### src/rtl/dma_seq_pkg.sv
package dma_seq_pkg;
  localparam int ST_W     = 5;
  localparam int ST_FRAG  = 0;
  localparam int ST_BLK   = 1;
  localparam int ST_TRN   = 2;
  localparam int ST_LIST  = 3;
  localparam int ST_CFG   = 4;
  localparam int MODE_LSB = 16;
  localparam int ITYPE_W  = 4;
  localparam int LEVELS   = 3;

  typedef enum logic [1:0] {
    MODE_FRAG = 2'd0,
    MODE_BLK  = 2'd1,
    MODE_TRN  = 2'd2,
    MODE_LIST = 2'd3
  } req_mode_e;

  typedef enum logic [1:0] {
    S_IDLE = 2'd0,
    S_WAIT = 2'd1,
    S_MOVE = 2'd2
  } seq_state_e;

  function automatic logic [ST_W-1:0] itype_mask(input logic [ITYPE_W-1:0] it);
    logic [ST_W-1:0] m;
    m = '0;
    case (it)
      4'd1: m[ST_FRAG] = 1'b1;
      4'd2: m[ST_BLK]  = 1'b1;
      4'd3: begin m[ST_FRAG] = 1'b1; m[ST_BLK] = 1'b1; end
      4'd4: m[ST_TRN]  = 1'b1;
      4'd5: begin m[ST_FRAG] = 1'b1; m[ST_TRN] = 1'b1; end
      4'd6: begin m[ST_BLK]  = 1'b1; m[ST_TRN] = 1'b1; end
      4'd7: m[ST_LIST] = 1'b1;
      4'd8: m[ST_CFG]  = 1'b1;
      default: m = '0;
    endcase
    return m;
  endfunction
endpackage

### src/rtl/dma_seq_cfg.sv
module dma_seq_cfg
  import dma_seq_pkg::*;
#(
  parameter int AW    = 32,
  parameter int CNT_W = 8
) (
  input  logic                 clk_i,
  input  logic                 rst_ni,
  input  logic                 start_i,
  input  logic                 accept_i,
  input  logic [31:0]          flags_i,
  input  logic [CNT_W-1:0]     frag_len_i,
  input  logic [CNT_W-1:0]     frags_per_blk_i,
  input  logic [CNT_W-1:0]     blks_per_trn_i,
  input  logic [AW-1:0]        step_i,
  output logic                 load_o,
  output logic                 err_o,
  output req_mode_e            mode_o,
  output logic [ST_W-1:0]      mask_o,
  output logic [CNT_W-1:0]     len_o,
  output logic [CNT_W-1:0]     fpb_o,
  output logic [CNT_W-1:0]     bpt_o,
  output logic [AW-1:0]        step_o
);
  logic [ITYPE_W-1:0] itype;
  logic               cfg_ok;
  logic               take;

  assign itype  = flags_i[ITYPE_W-1:0];
  assign cfg_ok = (frag_len_i != '0) && (frags_per_blk_i != '0) &&
                  (blks_per_trn_i != '0) && (itype <= ITYPE_W'(8));
  assign take   = start_i && accept_i;
  assign load_o = take && cfg_ok;
  assign err_o  = take && !cfg_ok;

  always_ff @(posedge clk_i or negedge rst_ni) begin
    if (!rst_ni) begin
      mode_o <= MODE_FRAG;
      mask_o <= '0;
      len_o  <= '0;
      fpb_o  <= '0;
      bpt_o  <= '0;
      step_o <= '0;
    end else if (load_o) begin
      mode_o <= req_mode_e'(flags_i[MODE_LSB+1:MODE_LSB]);
      mask_o <= itype_mask(itype);
      len_o  <= frag_len_i;
      fpb_o  <= frags_per_blk_i;
      bpt_o  <= blks_per_trn_i;
      step_o <= step_i;
    end else if (err_o) begin
      // a rejected config keeps only its interrupt selection so a cfg error can signal
      mask_o <= itype_mask(itype);
    end
  end
endmodule

### src/rtl/dma_seq_cnt.sv
module dma_seq_cnt #(
  parameter int W = 8
) (
  input  logic         clk_i,
  input  logic         rst_ni,
  input  logic         clr_i,
  input  logic         inc_i,
  input  logic [W-1:0] lim_i,
  output logic         last_o,
  output logic [W-1:0] val_o
);
  assign last_o = (val_o == lim_i - W'(1));

  always_ff @(posedge clk_i or negedge rst_ni) begin
    if (!rst_ni)     val_o <= '0;
    else if (clr_i)  val_o <= '0;
    else if (inc_i)  val_o <= last_o ? '0 : val_o + W'(1);
  end

  assert_cnt_in_range_R4: assert property (@(posedge clk_i) disable iff (!rst_ni)
    (lim_i != '0 && !clr_i) |-> (val_o < lim_i));
endmodule

### src/rtl/dma_seq_irq.sv
module dma_seq_irq
  import dma_seq_pkg::*;
(
  input  logic            clk_i,
  input  logic            rst_ni,
  input  logic [ST_W-1:0] set_i,
  input  logic [ST_W-1:0] clr_i,
  input  logic [ST_W-1:0] mask_i,
  output logic [ST_W-1:0] status_o,
  output logic            irq_o
);
  always_ff @(posedge clk_i or negedge rst_ni) begin
    if (!rst_ni) status_o <= '0;
    else         status_o <= set_i | (status_o & ~clr_i);
  end

  assign irq_o = |(status_o & mask_i);

  assert_clear_works_R10: assert property (@(posedge clk_i) disable iff (!rst_ni)
    (clr_i[ST_CFG] && !set_i[ST_CFG]) |=> !status_o[ST_CFG]);
endmodule

### src/rtl/dma_seq_top.sv
module dma_seq_top
  import dma_seq_pkg::*;
#(
  parameter int AW    = 32,
  parameter int CNT_W = 8
) (
  input  logic             clk_i,
  input  logic             rst_ni,
  input  logic             start_i,
  input  logic [31:0]      flags_i,
  input  logic [CNT_W-1:0] frag_len_i,
  input  logic [CNT_W-1:0] frags_per_blk_i,
  input  logic [CNT_W-1:0] blks_per_trn_i,
  input  logic [AW-1:0]    src_base_i,
  input  logic [AW-1:0]    dst_base_i,
  input  logic [AW-1:0]    step_i,
  input  logic             req_i,
  output logic             ack_o,
  output logic             busy_o,
  output logic             rd_o,
  output logic [AW-1:0]    rd_addr_o,
  output logic             wr_o,
  output logic [AW-1:0]    wr_addr_o,
  input  logic [4:0]       irq_clr_i,
  output logic [4:0]       status_o,
  output logic             irq_o
);
  seq_state_e state_q, state_d;
  req_mode_e  mode_q;
  logic [ST_W-1:0]  mask_q;
  logic [CNT_W-1:0] len_q, fpb_q, bpt_q;
  logic [AW-1:0]    step_q;
  logic             load, cfg_err;
  logic             beat;
  logic             frag_end, blk_end, trn_end, unit_end;
  logic [ST_W-1:0]  set_ev;
  logic [CNT_W-1:0] lim  [LEVELS];
  logic [CNT_W-1:0] cval [LEVELS];
  logic [LEVELS-1:0] inc, last;
  logic [AW-1:0]    src_q, dst_q;
  logic             ack_q;

  dma_seq_cfg #(.AW(AW), .CNT_W(CNT_W)) u_cfg (
    .clk_i, .rst_ni, .start_i,
    .accept_i        (state_q == S_IDLE),
    .flags_i, .frag_len_i, .frags_per_blk_i, .blks_per_trn_i, .step_i,
    .load_o          (load),
    .err_o           (cfg_err),
    .mode_o          (mode_q),
    .mask_o          (mask_q),
    .len_o           (len_q),
    .fpb_o           (fpb_q),
    .bpt_o           (bpt_q),
    .step_o          (step_q)
  );

  assign beat   = (state_q == S_MOVE);
  assign lim[0] = len_q;
  assign lim[1] = fpb_q;
  assign lim[2] = bpt_q;

  // level i advances when every level below it wraps
  genvar g;
  generate
    for (g = 0; g < LEVELS; g++) begin : g_lvl
      if (g == 0) begin : g_base
        assign inc[g] = beat;
      end else begin : g_chain
        assign inc[g] = inc[g-1] & last[g-1];
      end
      dma_seq_cnt #(.W(CNT_W)) u_cnt (
        .clk_i, .rst_ni,
        .clr_i  (load),
        .inc_i  (inc[g]),
        .lim_i  (lim[g]),
        .last_o (last[g]),
        .val_o  (cval[g])
      );
    end
  endgenerate

  assign frag_end = inc[0] & last[0];
  assign blk_end  = inc[1] & last[1];
  assign trn_end  = inc[2] & last[2];

  always_comb begin
    case (mode_q)
      MODE_FRAG: unit_end = frag_end;
      MODE_BLK:  unit_end = blk_end;
      default:   unit_end = trn_end;
    endcase
  end

  always_comb begin
    state_d = state_q;
    case (state_q)
      S_IDLE: if (load)  state_d = S_WAIT;
      S_WAIT: if (req_i) state_d = S_MOVE;
      S_MOVE: begin
        if (trn_end)       state_d = S_IDLE;
        else if (unit_end) state_d = S_WAIT;
      end
      default: state_d = S_IDLE;
    endcase
  end

  always_ff @(posedge clk_i or negedge rst_ni) begin
    if (!rst_ni) begin
      state_q <= S_IDLE;
      src_q   <= '0;
      dst_q   <= '0;
      ack_q   <= 1'b0;
    end else begin
      state_q <= state_d;
      ack_q   <= unit_end;
      if (load) begin
        src_q <= src_base_i;
        dst_q <= dst_base_i;
      end else if (beat) begin
        src_q <= src_q + step_q;
        dst_q <= dst_q + step_q;
      end
    end
  end

  assign set_ev[ST_FRAG] = frag_end;
  assign set_ev[ST_BLK]  = blk_end;
  assign set_ev[ST_TRN]  = trn_end;
  assign set_ev[ST_LIST] = trn_end && (mode_q == MODE_LIST);
  assign set_ev[ST_CFG]  = cfg_err;

  dma_seq_irq u_irq (
    .clk_i, .rst_ni,
    .set_i    (set_ev),
    .clr_i    (irq_clr_i),
    .mask_i   (mask_q),
    .status_o (status_o),
    .irq_o    (irq_o)
  );

  assign ack_o     = ack_q;
  assign busy_o    = (state_q != S_IDLE);
  assign rd_o      = beat;
  assign wr_o      = beat;
  assign rd_addr_o = src_q;
  assign wr_addr_o = dst_q;

  assert_ack_after_beat_R8: assert property (@(posedge clk_i) disable iff (!rst_ni)
    ack_o |-> $past(rd_o));
  assert_addr_step_R7: assert property (@(posedge clk_i) disable iff (!rst_ni)
    (rd_o && $past(rd_o)) |-> (rd_addr_o == $past(rd_addr_o) + step_q));
  assert_trn_goes_idle_R6: assert property (@(posedge clk_i) disable iff (!rst_ni)
    $rose(status_o[ST_TRN]) |-> !busy_o);
  assert_cfg_err_cause_R3: assert property (@(posedge clk_i) disable iff (!rst_ni)
    $rose(status_o[ST_CFG]) |-> ($past(start_i) && !busy_o));
  assert_no_start_when_busy_R12: assert property (@(posedge clk_i) disable iff (!rst_ni)
    (busy_o && start_i) |=> !$rose(status_o[ST_CFG]));
endmodule

### config.mk
export PLATFORM = sky130hd
export DESIGN_NAME = dma_seq_top
export DESIGN_NICKNAME = d
export VERILOG_FILES = /design/src/rtl/dma_seq_pkg.sv /design/src/rtl/dma_seq_cfg.sv /design/src/rtl/dma_seq_cnt.sv /design/src/rtl/dma_seq_irq.sv /design/src/rtl/dma_seq_top.sv
export SDC_FILE = /design/constraint.sdc
export NUM_CORES = 1
export LEC_CHECK = 0
export BUFFER_PORTS_ARGS = -buffer_cell sky130_fd_sc_hd__buf_2
export CAP_MARGIN = 20
export CELL_PAD_IN_SITES_DETAIL_PLACEMENT = 1
export CELL_PAD_IN_SITES_GLOBAL_PLACEMENT = 1
export CORE_ASPECT_RATIO = 0.7
export CORE_MARGIN = 5
export CORE_UTILIZATION = 35
export DETAILED_ROUTE_END_ITERATION = 7
export GPL_ROUTABILITY_DRIVEN = 1
export PLACE_DENSITY_LB_ADDON = 0.15
export SLEW_MARGIN = 20
export SYNTH_ARGS = -nofsm -noshare
export SYNTH_HDL_FRONTEND = slang
export SYNTH_SLANG_ARGS = --single-unit
### constraint.sdc
create_clock -name clk_i -period 3.1 [get_ports clk_i]
set_input_delay 0.31 -clock clk_i [delete_from_list [all_inputs] [get_ports clk_i]]
set_output_delay 0.31 -clock clk_i [all_outputs]
set_load 0.005 [all_outputs]
---- Word level (Yosys, flattened, before mapping) ----
Index checks and enable logic that the tools add are counted.
operators by class
  add/subtract/negate cells ............... 8
  order comparisons ....................... 1
  equality and inequality tests ........... 18
  multiplexer cells ....................... 26
  bitwise gates (word level) .............. 7
  reduce and logical (&&, ||, !) cells .... 23
operators by type and width
  operator               number
  $mux W32               4
  $mux W8                9
  $add A32 B32 Y32       2
  $add A8 B1 Y8 const B  3
  $eq A8 B8 Y1           3
  $reduce_bool A8 Y1     3
  $sub A8 B1 Y8 const B  3
  $eq A4 B3 Y1 const B   4
  $and A5 B5 Y5          2
  $mux W5                2
  $reduce_bool A2 Y1     5
  $reduce_or A3 Y1       3
  $eq A4 B2 Y1 const B   2
  $mux W2                4
  $logic_and A1 B1 Y1    7
  $pmux W2 S3            1
  $mux W1                5
  $not A5 Y5             1
  $or A5 B5 Y5           1
  $reduce_or A5 Y1       1
  $eq A2 B1 Y1 const B   2
  $eq A2 B2 Y1 const B   2
  $eq A4 B1 Y1 const B   1
  $eq A4 B4 Y1 const B   1
  9 further kinds        12
word-level totals
  flip-flop bits (word level) ............. 159
  bits of input ports ..................... 161
  output and inout bits ................... 74

---- Logic depth before layout (Yosys ltp) ----
  word-level depth ........................ 9
  gate-level depth with buffers ........... 12
  depth with buffers taken out ............ 12

---- Modules after synthesis ----
From an unflattened synthesis, not the netlist that was laid out.
second synthesis, totals
  cell total of the unflattened synthesis .. 1,207
  area, all modules ....................... 11,215.8 um^2
modules (own cells, without submodules)
  module       instances  cells each  area an instance (um^2)  seq. area each (um^2)
  dma_seq_top  1          778         6,368.6                  1,676.6
  dma_seq_cfg  1          156         2,482.4                  1,576.5
  dma_seq_cnt  3          85          720.7                    200.2
  dma_seq_irq  1          18          202.7                    125.1

---- Worst setup path before layout ----
Ideal clock, no wire load.
  path type ............................... register to register
  from .................................... register src_q[1], in the netlist rd_addr_o[1]
  to ...................................... register src_q[31], in the netlist rd_addr_o[31]
  library setup time ...................... 82 ps
  arrival ................................. 2,916 ps
  setup slack ............................. 102 ps
  stages on the path, launching flop included .. 11
  path buffers ............................ 0
  clock period less this slack ............ 2,998 ps
  path through ............................ dfrtp_1 > ha_1 > a211oi_1 > o21ai_0 > o311ai_0 > o211ai_1 > o311ai_0 > a21oi_1 > o21a_1 > or4_1 > a31oi_1
on the way
  longest elaborated chain between the ends .. 3
ends and longest elaborated chain
  element                 line                RTL
  from (decl)             dma_seq_top.sv:40   logic [AW-1:0] src_q, dst_q;
  from (signal assigned)  dma_seq_top.sv:117  src_q <= src_base_i;
  from (signal assigned)  dma_seq_top.sv:120  src_q <= src_q + step_q;
  $add A32 B32 Y32        dma_seq_top.sv:120
  $mux W32                dma_seq_top.sv:119  end else if (beat) begin
  $mux W32                dma_seq_top.sv:116  if (load) begin
No other way between the ends. The select of a mux whose other input is x is not followed.
A chain may end at the register's enable or synchronous reset.

---- Worst setup path after layout ----
  from .................................... register u_cfg.step_o[2]
  to ...................................... register src_q[31], in the netlist rd_addr_o[31]
on the way
  longest elaborated chain between the ends .. 3
ends and longest elaborated chain
  element                 line                RTL
  from (decl)             dma_seq_cfg.sv:23   output logic [AW-1:0] step_o
  from (signal assigned)  dma_seq_cfg.sv:50   step_o <= step_i;
  $add A32 B32 Y32        dma_seq_top.sv:120
  $mux W32                dma_seq_top.sv:119
  $mux W32                dma_seq_top.sv:116
No other way between the ends. The select of a mux whose other input is x is not followed.

==> metrics.txt <==
status complete, no violations; Seq pwr share 44.7%; Num CTS Buffers 17; total gr overflow 0; Antenna Violating Nets Remaining 0; Sw Pwr 0.00101 W; main flop type after synthesis dfrtp_1; Max Clk Rate 329 MHz; power share of the clock group 51.9%; Finished Layout Cells 1978; antenna violations before repair 2; worst reg-to-reg path cell count 12; Starting Density 35.4%; hpwl dp 29.0 mm; Peak supply drop 0.000369 V; # Max-Cap Violations 0; DR vias 10500; top-count cell post-synth nand2_1; CTS max path bufs 2; fillers 3627; final setup skew 0.0115 ns; post-route minimum period 3.04 ns; CTS tree yes; worst min path class input port to flop; startpoint types flop; Pre-antenna DRT Iters 5; synthesized cell area 0.0106 mm^2; internal power 0.00363 W; Clk pin slew, worst setup/hold paths 0.07 ns; area share of the leading cell type in the synthesized netlist 37.6%; final wirelength 38.1 mm; DRC Markers 0; area grow syn2layout 27.7%; EDFF count, synth 0; nets 1783; Sw Ratio 21.8%; placed cell count 1940; Critical Path Fanout Max 3; critical path required time 3.48 ns; Critical Path Sink Type flop; H-tree Lvls 4; mean area per synthesized cell 8.23 um^2; Die H 156 um; Power Density 343 mW/mm^2; Slew Limit Fails 0; Min Hold Slack 0.0296 ns; crit path setup slack, layout 0.0592 ns; GPL Wtd Cong 0.856; Rel. slew slack 59.8%; vias per inst 5.32; Die W 218 um; IO Count 235; clock sink total 159; pre-CTS WS -0.369 ns; hold path cells 2; post-synthesis sequential area ratio 37.6%; Post-synth top cells 296 x nand2_1, 159 x dfrtp_1, 85 x o21ai_0; clk_lat worst skew 0.45 ns; Pwr Total 0.00464 W; combinational share of power 3.4%; Syn Inst Count 1287; wire length per cell 19.2 um; Synth async-reset ratio 100%; full die area 0.0339 mm^2; Worst Setup Path Type flop to flop; GRT Max-Usage Layer met1; Area contributors post-synth dfrtp_1 38%, nand2_1 10%, ha_1 8.0%, o21ai_0 4.0%, a21oi_1 4.0%; share of cells above drive strength 1 23.7%; Unique masters post-synth 69; worst path arrival time 3.42 ns; largest net degree at the start of global routing 87; PortBufs 208; area leader, netlist dfrtp_1; total routing usage reported by global routing 22.2%; Tcrit/Tclk final 98.1%; vias in the first global route 10700; synthesized flop and latch total 159; # setup viols final 0; Synth Warn # 0; Slew @ Worst Pin 0.603 ns; RSZ-0062 raised after global routing yes; P_leak 6.82 nW; met2 Track Usage GR 32.9%; clk root buf clkbuf_16; Placeable Area 0.0299 mm^2; first-pass GRT wire length 59.7 mm; final hold violations 0; DRT iter0 DRCs 649; met1 Use GR 33.3%; FP Rows 53; Synthesized Nets 1518; met3 Track Usage GR 3.74%
-- power by group through the flow --
stage                     Combinational [W]  Sequential [W]  Clock (W)
after floorplan                  0.00000740         0.00211          0
after global placement             0.000160         0.00211          0
after detailed placement           0.000162         0.00211          0
after CTS                          0.000164         0.00207    0.00246
after global routing               0.000179         0.00207    0.00255
final                              0.000159         0.00207    0.00241
-- sequential cells by signal (all words and copies together) (netlist names) --
| signal | cells |
|---|---|
| rd_addr_o | 32 |
| u_cfg.len_o | 8 |
| u_irq.status_o | 5 |
| ack_o | 1 |
| u_cfg.bpt_o | 8 |
| u_cfg.mask_o | 5 |
| u_cfg.step_o | 32 |
| u_cfg.fpb_o | 8 |
| state_q | 2 |
| g_lvl.u_cnt.val_o | 24 |
| u_cfg.mode_o | 2 |
| wr_addr_o | 32 |
-- timing repair --
| action | in CTS | in global routing |
|---|---|---|
| pin swaps | 1 | 20 |
| hold endpoints to repair | 52 | 0 |
| endpoints found under the setup margin | 8 | 21 |
| hold buffers | 1 | 0 |
| gates resized for setup | 9 | 38 |
| buffers inserted | 0 | 4 |
-- worst paths after layout --
check | start | to | slack, ns
setup reg to reg | u_cfg.step_o[2] | rd_addr_o[31] | 0.06
hold / removal | irq_clr_i[1] | u_irq.status_o[1] | 0.03
hold reg to reg | u_cfg.mask_o[1] | u_cfg.mask_o[1] | 0.49
setup / recovery | u_cfg.step_o[2] | rd_addr_o[31] | 0.06
min in group asynchronous | rst_ni | wr_addr_o[4] | 0.40
max in group asynchronous | rst_ni | g_lvl[2].u_cnt.val_o[2] | 1.89
-- cells in the final DEF, fill, tap and decap left out, types with 10 or more instances in the layout --
master	n
nand2_1	294
buf_2	207
dfrtp_1	159
buf_4	85
a21oi_1	81
o21ai_0	78
nor2_1	72
ha_1	63
inv_1	45
xor2_1	43
a21o_1	37
xnor2_1	36
nand3_1	29
a31oi_1	27
and3_1	26
nor3_1	22
clkbuf_16	17
nor4_1	14
nand4_1	11
a22oi_1	10
a211oi_1	10
-- kinds of logic after synthesis --
group | share of synthesized area [%]
buffers and inverters | 3.59
AO/OA/AOI/OAI | 21.3
AND/OR/NAND/NOR | 21.9
multiplexers | 0.579
XOR/XNOR | 6.53
adder cells (fa/ha/maj) | 8.50
flip-flops | 37.6
-- metal layers --
| layer | share of wire [%] | vias to the layer above |
|---|---|---|
| met2 | 44 | 184 |
| met3 | 3.7 | 37 |
| met1 | 51 | 5201 |
| li1 | - | 5104 |
| met4 | 1.7 | 0 |
| met5 | 0 | - |
-- critical path, stage by stage, from the launching register on --
cell and delay [ns]:
dfrtp_1 0.39, ha_1 0.31, o211ai_1 0.27, o21ai_2 0.14
o311ai_2 0.29, buf_4 0.16, o211ai_1 0.16, o311ai_2 0.28
buf_4 0.17, a21oi_2 0.05, o21a_1 0.19, or4_1 0.39
a31oi_1 0.17
-- stage by stage --
stage	util, %	TNS (ns)	area (um^2)
2_1_floorplan	-	0	10600
3_3_place_gp	42.4	-0.562	12700
3_5_place_dp	42.4	-0.834	12700
4_1_cts	44.7	-0.105	13400
5_1_grt	45.2	-0.0522	13500
6_report	45.2	0	13500
-- final cells by class --
type                       count  area (um^2)  share of cell area (%)
antenna                        2         5.00                  0.0370
clock inverter                10          183                    1.35
timing repair buffer         299         1790                    13.2
inverter                      47          179                    1.32
multi-input combinational   1028         6410                    47.4
tap                          412          515                    3.81
sequential                   159         3980                    29.4
clock buffer                  21          470                    3.48
Note: power is estimated with default switching activity, not from simulation.
